File: src/rtl/iop_pkg.sv
package iop_pkg;

    localparam int WORD_W         = 32;
    localparam int WORD_BYTES     = 4;
    localparam int DESC_WORDS     = 4;
    localparam int DESC_BYTES     = DESC_WORDS * WORD_BYTES;

    localparam logic [WORD_W-1:0] OPC_END     = 32'd0;
    localparam logic [WORD_W-1:0] OPC_DEV2MEM = 32'd1;
    localparam logic [WORD_W-1:0] OPC_MEM2DEV = 32'd2;

    typedef enum logic [1:0] {
        K_END,
        K_DEV2MEM,
        K_MEM2DEV,
        K_BAD
    } op_kind_e;

    typedef enum logic [2:0] {
        S_IDLE,
        S_LAUNCH,
        S_FETCH,
        S_DECODE,
        S_XFER
    } top_state_e;

    typedef enum logic [2:0] {
        X_IDLE,
        X_DEV_RD,
        X_MEM_WR,
        X_MEM_RD,
        X_DEV_WR
    } xfer_state_e;

    typedef struct packed {
        logic [WORD_W-1:0] opcode;
        logic [WORD_W-1:0] dev;
        logic [WORD_W-1:0] maddr;
        logic [WORD_W-1:0] count;
    } desc_t;

    typedef struct packed {
        logic              req;
        logic              we;
        logic [WORD_W-1:0] addr;
        logic [WORD_W-1:0] wdata;
    } mem_cmd_t;

    function automatic op_kind_e classify(input logic [WORD_W-1:0] w);
        op_kind_e k;
        case (w)
            OPC_END:     k = K_END;
            OPC_DEV2MEM: k = K_DEV2MEM;
            OPC_MEM2DEV: k = K_MEM2DEV;
            default:     k = K_BAD;
        endcase
        return k;
    endfunction

    function automatic logic [WORD_W-1:0] next_word(input logic [WORD_W-1:0] a);
        return a + WORD_W'(WORD_BYTES);
    endfunction

endpackage

File: src/rtl/iop_desc_fetch.sv
module iop_desc_fetch
    import iop_pkg::*;
(
    input  logic              clk,
    input  logic              rst,
    input  logic              go,
    input  logic [WORD_W-1:0] base,
    output mem_cmd_t          cmd,
    input  logic              gnt,
    input  logic [WORD_W-1:0] rdata,
    output logic              done,
    output desc_t             desc
);

    localparam int IDX_BITS = $clog2(DESC_WORDS);

    logic                active;
    logic [IDX_BITS-1:0] idx;
    logic [WORD_W-1:0]   addr;
    logic [WORD_W-1:0]   words [DESC_WORDS];

    always_ff @(posedge clk) begin
        if (rst) begin
            active <= 1'b0;
            idx    <= '0;
            addr   <= '0;
            done   <= 1'b0;
            for (int i = 0; i < DESC_WORDS; i++) words[i] <= '0;
        end else begin
            done <= 1'b0;
            if (!active && go) begin
                active <= 1'b1;
                idx    <= '0;
                addr   <= base;
            end else if (active && gnt) begin
                words[idx] <= rdata;
                if (idx == IDX_BITS'(DESC_WORDS - 1)) begin
                    active <= 1'b0;
                    done   <= 1'b1;
                end else begin
                    idx  <= idx + 1'b1;
                    addr <= next_word(addr);
                end
            end
        end
    end

    always_comb begin
        cmd.req     = active;
        cmd.we      = 1'b0;
        cmd.addr    = addr;
        cmd.wdata   = '0;
        desc.opcode = words[0];
        desc.dev    = words[1];
        desc.maddr  = words[2];
        desc.count  = words[3];
    end


    fetch_quiet_after_done_chk: assert property (@(posedge clk) disable iff (rst)
        done |-> !cmd.req);


    fetch_done_follows_grant_chk: assert property (@(posedge clk) disable iff (rst)
        done |-> $past(cmd.req && gnt));

endmodule

File: src/rtl/iop_xfer_engine.sv
module iop_xfer_engine
    import iop_pkg::*;
#(
    parameter int DEV_AW = 8,
    parameter int CNT_W  = 16
) (
    input  logic              clk,
    input  logic              rst,
    input  logic              go,
    input  logic              to_dev,
    input  logic [DEV_AW-1:0] dev_sel,
    input  logic [WORD_W-1:0] mem_base,
    input  logic [CNT_W-1:0]  words,
    output mem_cmd_t          cmd,
    input  logic              gnt,
    input  logic [WORD_W-1:0] rdata,
    output logic              dev_rd,
    output logic              dev_wr,
    output logic [DEV_AW-1:0] dev_addr,
    output logic [WORD_W-1:0] dev_wdata,
    input  logic [WORD_W-1:0] dev_rdata,
    output logic              done
);

    xfer_state_e       st;
    logic [CNT_W-1:0]  left;
    logic [WORD_W-1:0] addr;
    logic [WORD_W-1:0] hold;
    logic [DEV_AW-1:0] dsel;
    logic              last;

    assign last = (left == CNT_W'(1));

    always_ff @(posedge clk) begin
        if (rst) begin
            st   <= X_IDLE;
            left <= '0;
            addr <= '0;
            hold <= '0;
            dsel <= '0;
            done <= 1'b0;
        end else begin
            done <= 1'b0;
            case (st)
                X_IDLE: begin
                    if (go) begin
                        dsel <= dev_sel;
                        addr <= mem_base;
                        left <= words;
                        if (words == '0) done <= 1'b1;
                        else st <= to_dev ? X_MEM_RD : X_DEV_RD;
                    end
                end
                X_DEV_RD: begin
                    hold <= dev_rdata;
                    st   <= X_MEM_WR;
                end
                X_MEM_WR: begin
                    if (gnt) begin
                        addr <= next_word(addr);
                        left <= left - 1'b1;
                        if (last) begin
                            done <= 1'b1;
                            st   <= X_IDLE;
                        end else begin
                            st <= X_DEV_RD;
                        end
                    end
                end
                X_MEM_RD: begin
                    if (gnt) begin
                        hold <= rdata;
                        addr <= next_word(addr);
                        st   <= X_DEV_WR;
                    end
                end
                X_DEV_WR: begin
                    left <= left - 1'b1;
                    if (last) begin
                        done <= 1'b1;
                        st   <= X_IDLE;
                    end else begin
                        st <= X_MEM_RD;
                    end
                end
                default: st <= X_IDLE;
            endcase
        end
    end

    always_comb begin
        cmd.req   = (st == X_MEM_WR) || (st == X_MEM_RD);
        cmd.we    = (st == X_MEM_WR);
        cmd.addr  = addr;
        cmd.wdata = hold;
        dev_rd    = (st == X_DEV_RD);
        dev_wr    = (st == X_DEV_WR);
        dev_addr  = dsel;
        dev_wdata = hold;
    end


    xfer_req_hold_chk: assert property (@(posedge clk) disable iff (rst)
        (cmd.req && !gnt) |=> (cmd.req && $stable(cmd.addr) && $stable(cmd.we)
                               && $stable(cmd.wdata)));


    dev_read_then_write_chk: assert property (@(posedge clk) disable iff (rst)
        dev_rd |=> (cmd.req && cmd.we));


    dev_write_after_grant_chk: assert property (@(posedge clk) disable iff (rst)
        dev_wr |-> $past(cmd.req && gnt && !cmd.we));


    strobes_exclusive_chk: assert property (@(posedge clk) disable iff (rst)
        !(dev_rd && dev_wr));

endmodule

File: src/rtl/iop_mem_mux.sv
module iop_mem_mux
    import iop_pkg::*;
(
    input  logic              clk,
    input  logic              rst,
    input  mem_cmd_t          f_cmd,
    input  mem_cmd_t          x_cmd,
    output logic              f_gnt,
    output logic              x_gnt,
    output logic              mem_req,
    output logic              mem_we,
    output logic [WORD_W-1:0] mem_addr,
    output logic [WORD_W-1:0] mem_wdata,
    input  logic              mem_gnt
);

    mem_cmd_t sel;

    always_comb begin
        sel       = f_cmd.req ? f_cmd : x_cmd;
        mem_req   = sel.req;
        mem_we    = sel.we;
        mem_addr  = sel.addr;
        mem_wdata = sel.wdata;
        f_gnt     = mem_gnt && f_cmd.req;
        x_gnt     = mem_gnt && x_cmd.req && !f_cmd.req;
    end


    single_requester_chk: assert property (@(posedge clk) disable iff (rst)
        $onehot0({f_cmd.req, x_cmd.req}));


    aligned_request_chk: assert property (@(posedge clk) disable iff (rst)
        mem_req |-> (mem_addr[1:0] == 2'b00));

endmodule

File: src/rtl/iop_cmd_proc.sv
module iop_cmd_proc
    import iop_pkg::*;
#(
    parameter int DEV_AW = 8,
    parameter int CNT_W  = 16,
    parameter int IDX_W  = 8
) (
    input  logic              clk,
    input  logic              rst,
    input  logic              start,
    input  logic [31:0]       list_base,
    output logic              busy,
    output logic              irq,
    output logic              err_valid,
    output logic [IDX_W-1:0]  err_index,
    output logic              mem_req,
    output logic              mem_we,
    output logic [31:0]       mem_addr,
    output logic [31:0]       mem_wdata,
    input  logic              mem_gnt,
    input  logic [31:0]       mem_rdata,
    output logic [DEV_AW-1:0] dev_addr,
    output logic              dev_rd,
    output logic              dev_wr,
    output logic [31:0]       dev_wdata,
    input  logic [31:0]       dev_rdata
);

    top_state_e        st;
    logic [WORD_W-1:0] ptr;
    logic [IDX_W-1:0]  idx;
    mem_cmd_t          f_cmd, x_cmd;
    logic              f_gnt, x_gnt, f_done, x_done;
    logic              f_go, x_go;
    desc_t             desc;
    op_kind_e          kind;
    logic              unused_desc_bits;

    assign kind = classify(desc.opcode);
    assign f_go = (st == S_LAUNCH);
    assign x_go = (st == S_DECODE) && ((kind == K_DEV2MEM) || (kind == K_MEM2DEV));
    assign unused_desc_bits = ^{desc.dev[WORD_W-1:DEV_AW], desc.count[WORD_W-1:CNT_W]};

    always_ff @(posedge clk) begin
        if (rst) begin
            st        <= S_IDLE;
            ptr       <= '0;
            idx       <= '0;
            busy      <= 1'b0;
            irq       <= 1'b0;
            err_valid <= 1'b0;
            err_index <= '0;
        end else begin
            irq <= 1'b0;
            case (st)
                S_IDLE: begin
                    if (start) begin
                        ptr       <= list_base;
                        idx       <= '0;
                        busy      <= 1'b1;
                        err_valid <= 1'b0;
                        err_index <= '0;
                        st        <= S_LAUNCH;
                    end
                end
                S_LAUNCH: st <= S_FETCH;
                S_FETCH:  if (f_done) st <= S_DECODE;
                S_DECODE: begin
                    case (kind)
                        K_END: begin
                            irq  <= 1'b1;
                            busy <= 1'b0;
                            st   <= S_IDLE;
                        end
                        K_BAD: begin
                            irq       <= 1'b1;
                            busy      <= 1'b0;
                            err_valid <= 1'b1;
                            err_index <= idx;
                            st        <= S_IDLE;
                        end
                        default: st <= S_XFER;
                    endcase
                end
                S_XFER: begin
                    if (x_done) begin
                        ptr <= ptr + WORD_W'(DESC_BYTES);
                        idx <= idx + 1'b1;
                        st  <= S_LAUNCH;
                    end
                end
                default: st <= S_IDLE;
            endcase
        end
    end

    iop_desc_fetch u_fetch (
        .clk   (clk),
        .rst   (rst),
        .go    (f_go),
        .base  (ptr),
        .cmd   (f_cmd),
        .gnt   (f_gnt),
        .rdata (mem_rdata),
        .done  (f_done),
        .desc  (desc)
    );

    iop_xfer_engine #(
        .DEV_AW (DEV_AW),
        .CNT_W  (CNT_W)
    ) u_xfer (
        .clk       (clk),
        .rst       (rst),
        .go        (x_go),
        .to_dev    (kind == K_MEM2DEV),
        .dev_sel   (desc.dev[DEV_AW-1:0]),
        .mem_base  (desc.maddr),
        .words     (desc.count[CNT_W-1:0]),
        .cmd       (x_cmd),
        .gnt       (x_gnt),
        .rdata     (mem_rdata),
        .dev_rd    (dev_rd),
        .dev_wr    (dev_wr),
        .dev_addr  (dev_addr),
        .dev_wdata (dev_wdata),
        .dev_rdata (dev_rdata),
        .done      (x_done)
    );

    iop_mem_mux u_mux (
        .clk       (clk),
        .rst       (rst),
        .f_cmd     (f_cmd),
        .x_cmd     (x_cmd),
        .f_gnt     (f_gnt),
        .x_gnt     (x_gnt),
        .mem_req   (mem_req),
        .mem_we    (mem_we),
        .mem_addr  (mem_addr),
        .mem_wdata (mem_wdata),
        .mem_gnt   (mem_gnt)
    );


    irq_single_cycle_chk: assert property (@(posedge clk) disable iff (rst)
        irq |=> !irq);


    irq_with_idle_chk: assert property (@(posedge clk) disable iff (rst)
        irq |-> !busy);


    idle_no_traffic_chk: assert property (@(posedge clk) disable iff (rst)
        !busy |-> (!mem_req && !dev_rd && !dev_wr));


    err_hold_chk: assert property (@(posedge clk) disable iff (rst)
        (!busy && !start) |=> ($stable(err_valid) && $stable(err_index)));


    err_rise_with_irq_chk: assert property (@(posedge clk) disable iff (rst)
        $rose(err_valid) |-> irq);

endmodule

File: config.mk
export PLATFORM = sky130hd
export DESIGN_NAME = iop_cmd_proc
export DESIGN_NICKNAME = d
export VERILOG_FILES = /design/src/rtl/iop_pkg.sv /design/src/rtl/iop_desc_fetch.sv /design/src/rtl/iop_xfer_engine.sv /design/src/rtl/iop_mem_mux.sv /design/src/rtl/iop_cmd_proc.sv
export SDC_FILE = /design/constraint.sdc
export NUM_CORES = 1
export LEC_CHECK = 0
export ABC_AREA = 1
export BUFFER_PORTS_ARGS = -buffer_cell sky130_fd_sc_hd__buf_4
export CELL_PAD_IN_SITES_DETAIL_PLACEMENT = 0
export CELL_PAD_IN_SITES_GLOBAL_PLACEMENT = 2
export CORE_AREA = 2 2 218 220
export CTS_BUF_LIST = sky130_fd_sc_hd__clkbuf_16
export DETAILED_ROUTE_END_ITERATION = 12
export DIE_AREA = 0 0 220 222
export PLACE_DENSITY = 0.86
export SYNTH_ARGS = -nofsm -noshare
export SYNTH_HDL_FRONTEND = slang
export SYNTH_SLANG_ARGS = --single-unit
File: constraint.sdc
create_clock -name clk -period 3.59 [get_ports clk]
set_clock_uncertainty 0.1 [all_clocks]
set_input_delay 0.1795 -clock clk [delete_from_list [all_inputs] [get_ports clk]]
set_output_delay 0.1795 -clock clk [all_outputs]
set_load 0.02 [all_outputs]
==> metrics.md, run 1 <==
| Metric | Value |
|---|---|
| Run status | `finished clean` |
| Post-synthesis cell count | `2137` |
| Core area | `0.0463 mm2` |
| Post-DP HPWL | `36600 um` |
| Clock latency on the worst-skew pair | `550 ps` |
| Total Die Area | `0.0488 mm2` |
| Filler-free cell count of the finished design | `3022` |
| Quantity of gates resized following cts | `0` |
| Max-Cap Viols | `0` |
| Commonest non-fill, non-tap cell in the layout | `sky130_fd_sc_hd__nand2_1` |
| TritonCTS clock tree | `done` |
| Final setup TNS | `0 ps` |
| Combined global-route utilization of all metal layers | `20.4%` |
| Most frequent cells in the layout | `sky130_fd_sc_hd__nand2_1, sky130_fd_sc_hd__nor2_1, sky130_fd_sc_hd__inv_1, sky130_fd_sc_hd__buf_4, sky130_fd_sc_hd__dfxtp_1` |
| Post-route setup slack | `647 ps` |
| DIE HEIGHT | `222 um` |
| Clock buffers created by TritonCTS | `34` |
| Tightest hold margin | `37.6 ps` |
| Cell row count | `79` |
| Number of nets still failing antenna checks after routing | `0` |
| Routability Congestion | `0.897` |
| Maximum number of pins on one net before global-route repair | `89` |
| Vias in the first global route | `14.1k` |
| Top-Level Pins | `219` |
| Vias per inst | `4.86` |
| Final Setup Violations | `0` |
| Maximum fanout encountered on the critical timing path | `25` |
| Biggest cell delay along the critical path | `470 ps` |
| CP arrival | `3300 ps` |
| Worst ir drop on vdd | `257 uV` |
| H-Tree Depth | `2` |
| Endpoint class of the critical path | `flip-flop` |
| PD cells | `428 mW/mm2` |
| Clk Tree Root Cell | `sky130_fd_sc_hd__clkbuf_16` |
| Netlist area before placement | `0.0148 mm2` |
| Average instance area after synthesis | `6.90 um2` |
| Fin nets | `2498` |
| Setup repair after global routing missed its margin | `no` |
| Total grt overflow | `0` |
| Portion of the post-synthesis area used by sequential elements | `42.6%` |
| First-pass detailed-route iteration total | `5` |
| Worst R2R Path Depth | `13` |
| Number of failing hold endpoints at the final stage | `0` |
| Max-slew headroom at the worst pin | `31.5%` |
| Critical Path, Cell by Cell | `nor2_1 > nand2_1 > nor2_1 > nand3_1 > nand3b_1 > ha_1 > nand3_4 > nand2_4 > inv_2 > nor2_1 > nand3_1 > nand3_1 > inv_1` |
| Die boundary width | `220 um` |
| Critical-path top delay cell | `sky130_fd_sc_hd__ha_1` |
| Clock-pin slew reported for the worst setup and hold paths after clock tree synthesis | `60 ps` |
| Initial antenna violation count | `2` |
| Count of yosys warnings during synthesis | `0` |
| Filler cells | `4888` |
| Starting DRC count in detailed routing | `910` |
| Timing-limited maximum frequency | `340 MHz` |
| Static leakage power | `7.66 nW` |
| Area grow syn2layout | `27.3%` |
| Sum of routed wire length over all layers | `50100 um` |
| Initial core utilization | `31.9%` |
| Clk buf depth | `3` |
| DRC errors left | `0` |
| Netlist cell types | `48` |
| Number of pins exceeding their max-slew limit in the final report | `0` |
| Dpl ws | `664 ps` |
| FF+latch count, synth | `270` |
| Number of sinks on the clock net | `270` |
| Kind of start point of the critical path | `flip-flop` |
| Drt wl/cell | `16.6 um` |
| Via count | `14.7k` |
| Layout cell share with drive strength beyond 1 | `13.6%` |
| Hold-critical path depth | `3` |
| Wire length of the first global-routing pass | `78400 um` |
| # diodes | `0` |
| Slew @ Worst Pin | `1030 ps` |
| Net count of the mapped netlist | `2246` |
| Final cycle utilization of the critical path | `82.0%` |
| Required arrival time at the worst endpoint | `3950 ps` |
| Port bufs | `218` |
| Path type of the worst setup path | `flip-flop to flip-flop` |
| Min-Delay Path Class | `input pin to flip-flop` |
| Final worst path period need | `2940 ps` |
| Placed cell count | `2863` |
[state kept, by name, summed over array words and instances, names as in the netlist, 2 cells and up]
signal,count
u_fetch.addr,32
u_xfer.left,16
u_xfer.dev_addr,8
u_fetch.words,88
u_xfer.addr,32
st,3
u_fetch.idx,2
u_xfer.dev_wdata,32
ptr,32
idx,8
u_xfer.st,3
err_index,8
[cells in the mapped netlist (all sizes together)]
| cell | count | area, um2 |
|---|---|---|
| nor3 | 31 | 176 |
| edfxtp | 88 | 2640 |
| a211oi | 11 | 87.6 |
| and3 | 1 | 6.26 |
| a31oi | 18 | 113 |
| a221oi | 2 | 17.5 |
| nand2 | 485 | 1840 |
| o21a | 1 | 7.51 |
| ha | 9 | 113 |
| clkinv | 2 | 7.51 |
| nor3b | 1 | 7.51 |
| xnor2 | 6 | 52.6 |
| mux2i | 1 | 10.0 |
| a21oi | 149 | 757 |
| o221ai | 4 | 35.0 |
| inv | 266 | 998 |
| nand3 | 116 | 616 |
| dfxtp | 182 | 3640 |
| a22o | 1 | 8.76 |
| clkbuf | 53 | 199 |
| nor2 | 366 | 1410 |
| o21ai | 190 | 951 |
| o21bai | 2 | 15.0 |
| nor4 | 4 | 25.0 |
| o211ai | 10 | 75.1 |
| o31ai | 2 | 15.0 |
| or2 | 8 | 50.1 |
| and2 | 1 | 6.26 |
| buf | 67 | 439 |
| nand3b | 8 | 60.1 |
| xor2 | 20 | 175 |
| nand4 | 25 | 156 |
| o22ai | 7 | 43.8 |
[cell families (layout without fill, tap and decap cells)]
group	after synthesis	after routing	synth area share [%]
simple gates	1046	1046	29.5
compound gates	397	397	14.4
buf+inv	388	666	11.1
flops	270	270	42.6
xor+xnor	26	26	1.54
fa+ha+maj	9	9	0.763
mux	1	1	0.0678
[cell type report]
cell class	count	area, um2	area share, %
sequential	270	6290	33.5
clock buffer	34	851	4.53
inverter	268	1010	5.35
multi-input combinational	1479	6840	36.4
timing repair buffer	336	2770	14.7
tap	607	759	4.04
clock inverter	28	279	1.49
[through the flow]
stage,util (%),instance area (um2),power (W)
final,40.6,18800,0.00804
after global routing,40.6,18800,0.00842
after floorplan,-,14800,0.00417
after detailed placement,36.1,16700,0.00456
after CTS,40.6,18800,0.00814
after global placement,36.1,16700,0.00455
[final timing paths]
| check | startpoint | endpoint | slack, ps |
|---|---|---|---|
| worst max-delay path | u_fetch.words[0][15] | u_xfer.addr[7] | 650 |
| worst min-delay path | mem_gnt | u_xfer.st[2] | 40 |
| worst max register to register | u_fetch.words[0][15] | u_xfer.addr[7] | 650 |
| worst min register to register | ptr[1] | ptr[1] | 350 |
[report_power, final]
part           internal, W  switching, W  total, W
Clock              0.00204       0.00142   0.00346
Combinational     0.000381      0.000700   0.00108
Sequential         0.00333      0.000172   0.00350
Total              0.00575       0.00229   0.00804
[critical path, delay by kind of cell, from the launching register on]
kind	cells	cell delay, ps
simple gates	10	1630
buf+inv	2	290
flops	1	350
fa+ha+maj	1	470
[metal layers]
layer,global-route usage [%],vias up,share of wire (%)
met3,3.74,76,5.5
met1,28.5,6833,47
met5,0,-,0.052
met4,5.74,4,2.4
li1,-,7390,-
met2,32.1,382,45
[what timing repair did]
item / CTS / global route
endpoints found under the hold margin: 148 / 0
setup buffers: 0 / 0
endpoints found under the setup margin: 0 / 0
hold buffers: 97 / 0
No activity file was read; power rests on OpenSTA's default activity.
==> run 2: changes to the inputs <==
CORE_AREA = 2 2 229 231   (was 2 2 218 220)
DIE_AREA = 0 0 231 233   (was 0 0 220 222)
PLACE_DENSITY = 0.82   (was 0.86)
clock period = 2.6 ns   (was 3.59 ns; I/O delays follow)
==> run 2 against run 1 <==
- combinational power increased by 44%
- sequential cell count unchanged
- sequential power increased by 38%
- maximum frequency increased by 23%
- clock-buffer cell count increased by 1
- clock power increased by 48%
- register-to-register slack got worse by 430 ps
- routed wire length increased by 2.6%
- utilization decreased by 2.9 points
- die area increased by 10%
==> metrics.md, run 2 (synthesized netlist as in run 1, its figures left out) <==
| Metric | Value |
|---|---|
| Highest Signal Layer | `met5` |
| Path type of the worst setup path | `flip-flop to flip-flop` |
| Port bufs | `218` |
| Biggest register | `u_fetch.words` |
| Via count | `14.7k` |
| Number of pins exceeding their max-slew limit in the final report | `0` |
| Flip-flop count of the largest register after layout | `88` |
| Routability Congestion | `0.921` |
| Clk Tree Root Cell | `sky130_fd_sc_hd__clkbuf_16` |
| Vias in the first global route | `14.3k` |
| Crit Reg-Reg Startpoint | `u_fetch.words[0][24]` |
| Number of failing hold endpoints at the final stage | `0` |
| Hold path startpoint | `list_base[3]` |
| Max-slew headroom at the worst pin | `57.3%` |
| H-Tree Depth | `2` |
| Hold-critical path depth | `4` |
| Slew @ Worst Pin | `641 ps` |
| Clk pwr share | `44.5%` |
| Maximum number of pins on one net before global-route repair | `89` |
| Endpoint class of the critical path | `flip-flop` |
| Static leakage power | `7.86 nW` |
| Worst ir drop on vdd | `383 uV` |
| R2r setup slk | `210 ps` |
| Post-DP HPWL | `38100 um` |
| Number of sinks on the clock net | `270` |
| Most frequent cells in the layout | `sky130_fd_sc_hd__nand2_1, sky130_fd_sc_hd__nor2_1, sky130_fd_sc_hd__inv_1, sky130_fd_sc_hd__buf_4, sky130_fd_sc_hd__dfxtp_1` |
| Commonest non-fill, non-tap cell in the layout | `sky130_fd_sc_hd__nand2_1` |
| Kind of start point of the critical path | `flip-flop` |
| Final setup TNS | `0 ps` |
| Min-Delay Path Class | `input pin to flip-flop` |
| TritonCTS clock tree | `done` |
| Fin nets | `2528` |
| Initial antenna violation count | `1` |
| Run status | `finished clean` |
| Area grow syn2layout | `30.5%` |
| Layout Utilization | `37.7%` |
| Net Sw Power | `0.00326 W` |
| Filler cells | `5459` |
| Vias per inst | `4.70` |
| Layout cell share with drive strength beyond 1 | `14.5%` |
| Number of nets still failing antenna checks after routing | `0` |
| Met2 WL | `23300 um` |
| Worst R2R Path Depth | `13` |
| Required arrival time at the worst endpoint | `2990 ps` |
| Clk buf depth | `3` |
| Final worst path period need | `2390 ps` |
| Clock latency on the worst-skew pair | `550 ps` |
| Total grt overflow | `0` |
| Sw Share | `28.3%` |
| PD cells | `597 mW/mm2` |
| Worst r2r dst | `u_xfer.left[15]` |
| Max-Cap Viols | `0` |
| Post-CTS setup-driven buffer insertion count | `0` |
| Sum of routed wire length over all layers | `51400 um` |
| # diodes | `0` |
| Internal cell power | `0.00824 W` |
| Starting DRC count in detailed routing | `955` |
| First-pass detailed-route iteration total | `5` |
| Maximum fanout encountered on the critical timing path | `17` |
| Clock-pin slew reported for the worst setup and hold paths after clock tree synthesis | `60 ps` |
| Seq pwr share | `42.0%` |
| Clock buffers created by TritonCTS | `35` |
| Wire length on met1 | `24300 um` |
| Combined global-route utilization of all metal layers | `18.8%` |
| Timing-limited maximum frequency | `419 MHz` |
| Top-Level Pins | `219` |
| DRC errors left | `0` |
| Destination of the worst hold path | `ptr[3]` |
| Initial core utilization | `28.9%` |
| Met3 wire len | `2720 um` |
| CP arrival | `2770 ps` |
| Share of power burned in combinational logic | `13.4%` |
| Core area | `0.0511 mm2` |
| Final Setup Violations | `0` |
| Total Die Area | `0.0538 mm2` |
| Final cycle utilization of the critical path | `91.8%` |
| Cell row count | `83` |
| Drt wl/cell | `16.4 um` |
| Die boundary width | `231 um` |
| DIE HEIGHT | `233 um` |
| Wire length of the first global-routing pass | `79800 um` |
-- run 2: timing repair --
| action | CTS | global route |
|---|---|---|
| endpoints found under the hold margin | 171 | 0 |
| setup endpoints to repair | 0 | 47 |
| resized for setup | 0 | 11 |
| hold buffers | 107 | 0 |
-- run 2: metal layers --
metal  vias up  global-route usage, %
li1       7448                      -
met1      6828                   26.0
met2       360                   30.3
met3        56                   2.93
met4         2                   5.48
met5         -                      0
-- run 2: critical path, stage by stage, from the launching register on --
cell and delay (ps):
sky130_fd_sc_hd__edfxtp_1 360, sky130_fd_sc_hd__nor2_1 110, sky130_fd_sc_hd__nand2_1 70, sky130_fd_sc_hd__nor2_1 140, sky130_fd_sc_hd__nand3_1 130, sky130_fd_sc_hd__nand3b_1 250
sky130_fd_sc_hd__ha_4 330, sky130_fd_sc_hd__nand2_1 70, sky130_fd_sc_hd__nand2_1 120, sky130_fd_sc_hd__nand3_2 110, sky130_fd_sc_hd__buf_6 190, sky130_fd_sc_hd__a21oi_1 150
sky130_fd_sc_hd__nand2_1 70, sky130_fd_sc_hd__a21oi_1 120
-- run 2: cell type report --
| type | instances | area (um2) | share of cell area, % |
|---|---|---|---|
| Multi-Input combinational cell | 1479 | 6870 | 35.7 |
| Sequential cell | 270 | 6290 | 32.7 |
| Timing Repair Buffer | 365 | 3030 | 15.7 |
| Inverter | 268 | 1010 | 5.26 |
| Clock buffer | 35 | 876 | 4.55 |
| Tap cell | 680 | 851 | 4.42 |
| Clock inverter | 29 | 332 | 1.72 |
-- run 2: worst max-delay path by stage --
stage	startpoint	end	slack (ps)	cells past startpoint
floorplan	u_fetch.active	u_fetch.words[0][0]	70	8
global placement	u_fetch.words[0][20]	u_xfer.addr[7]	150	13
detailed placement	u_fetch.words[0][20]	u_xfer.addr[16]	130	12
CTS	u_fetch.active	mem_addr[2]	70	3
global route	u_fetch.words[0][11]	u_xfer.left[11]	-30	13
finish	u_fetch.words[0][24]	u_xfer.left[15]	210	13
-- run 2: through the flow --
stage               setup WS, ps  cell area [um2]  power [W]  instances  hold WS (ps)
global placement             145            16900    0.00633       2955           318
finish                       214            19300     0.0115       3126           319
floorplan                   71.6            14800    0.00575       2137           191
detailed placement           129            16900    0.00635       2955           319
global route               -26.1            19300     0.0120       3126           331
CTS                         70.9            19200     0.0116       3126           296
-- run 2: power by group through the flow --
stage / Clock (W) / Combinational (W) / Sequential, W
after floorplan: 0 / 0.000916 / 0.00484
after global placement: 0 / 0.00141 / 0.00492
after detailed placement: 0 / 0.00143 / 0.00492
after CTS: 0.00525 / 0.00156 / 0.00483
after global routing: 0.00539 / 0.00174 / 0.00486
final: 0.00512 / 0.00155 / 0.00483
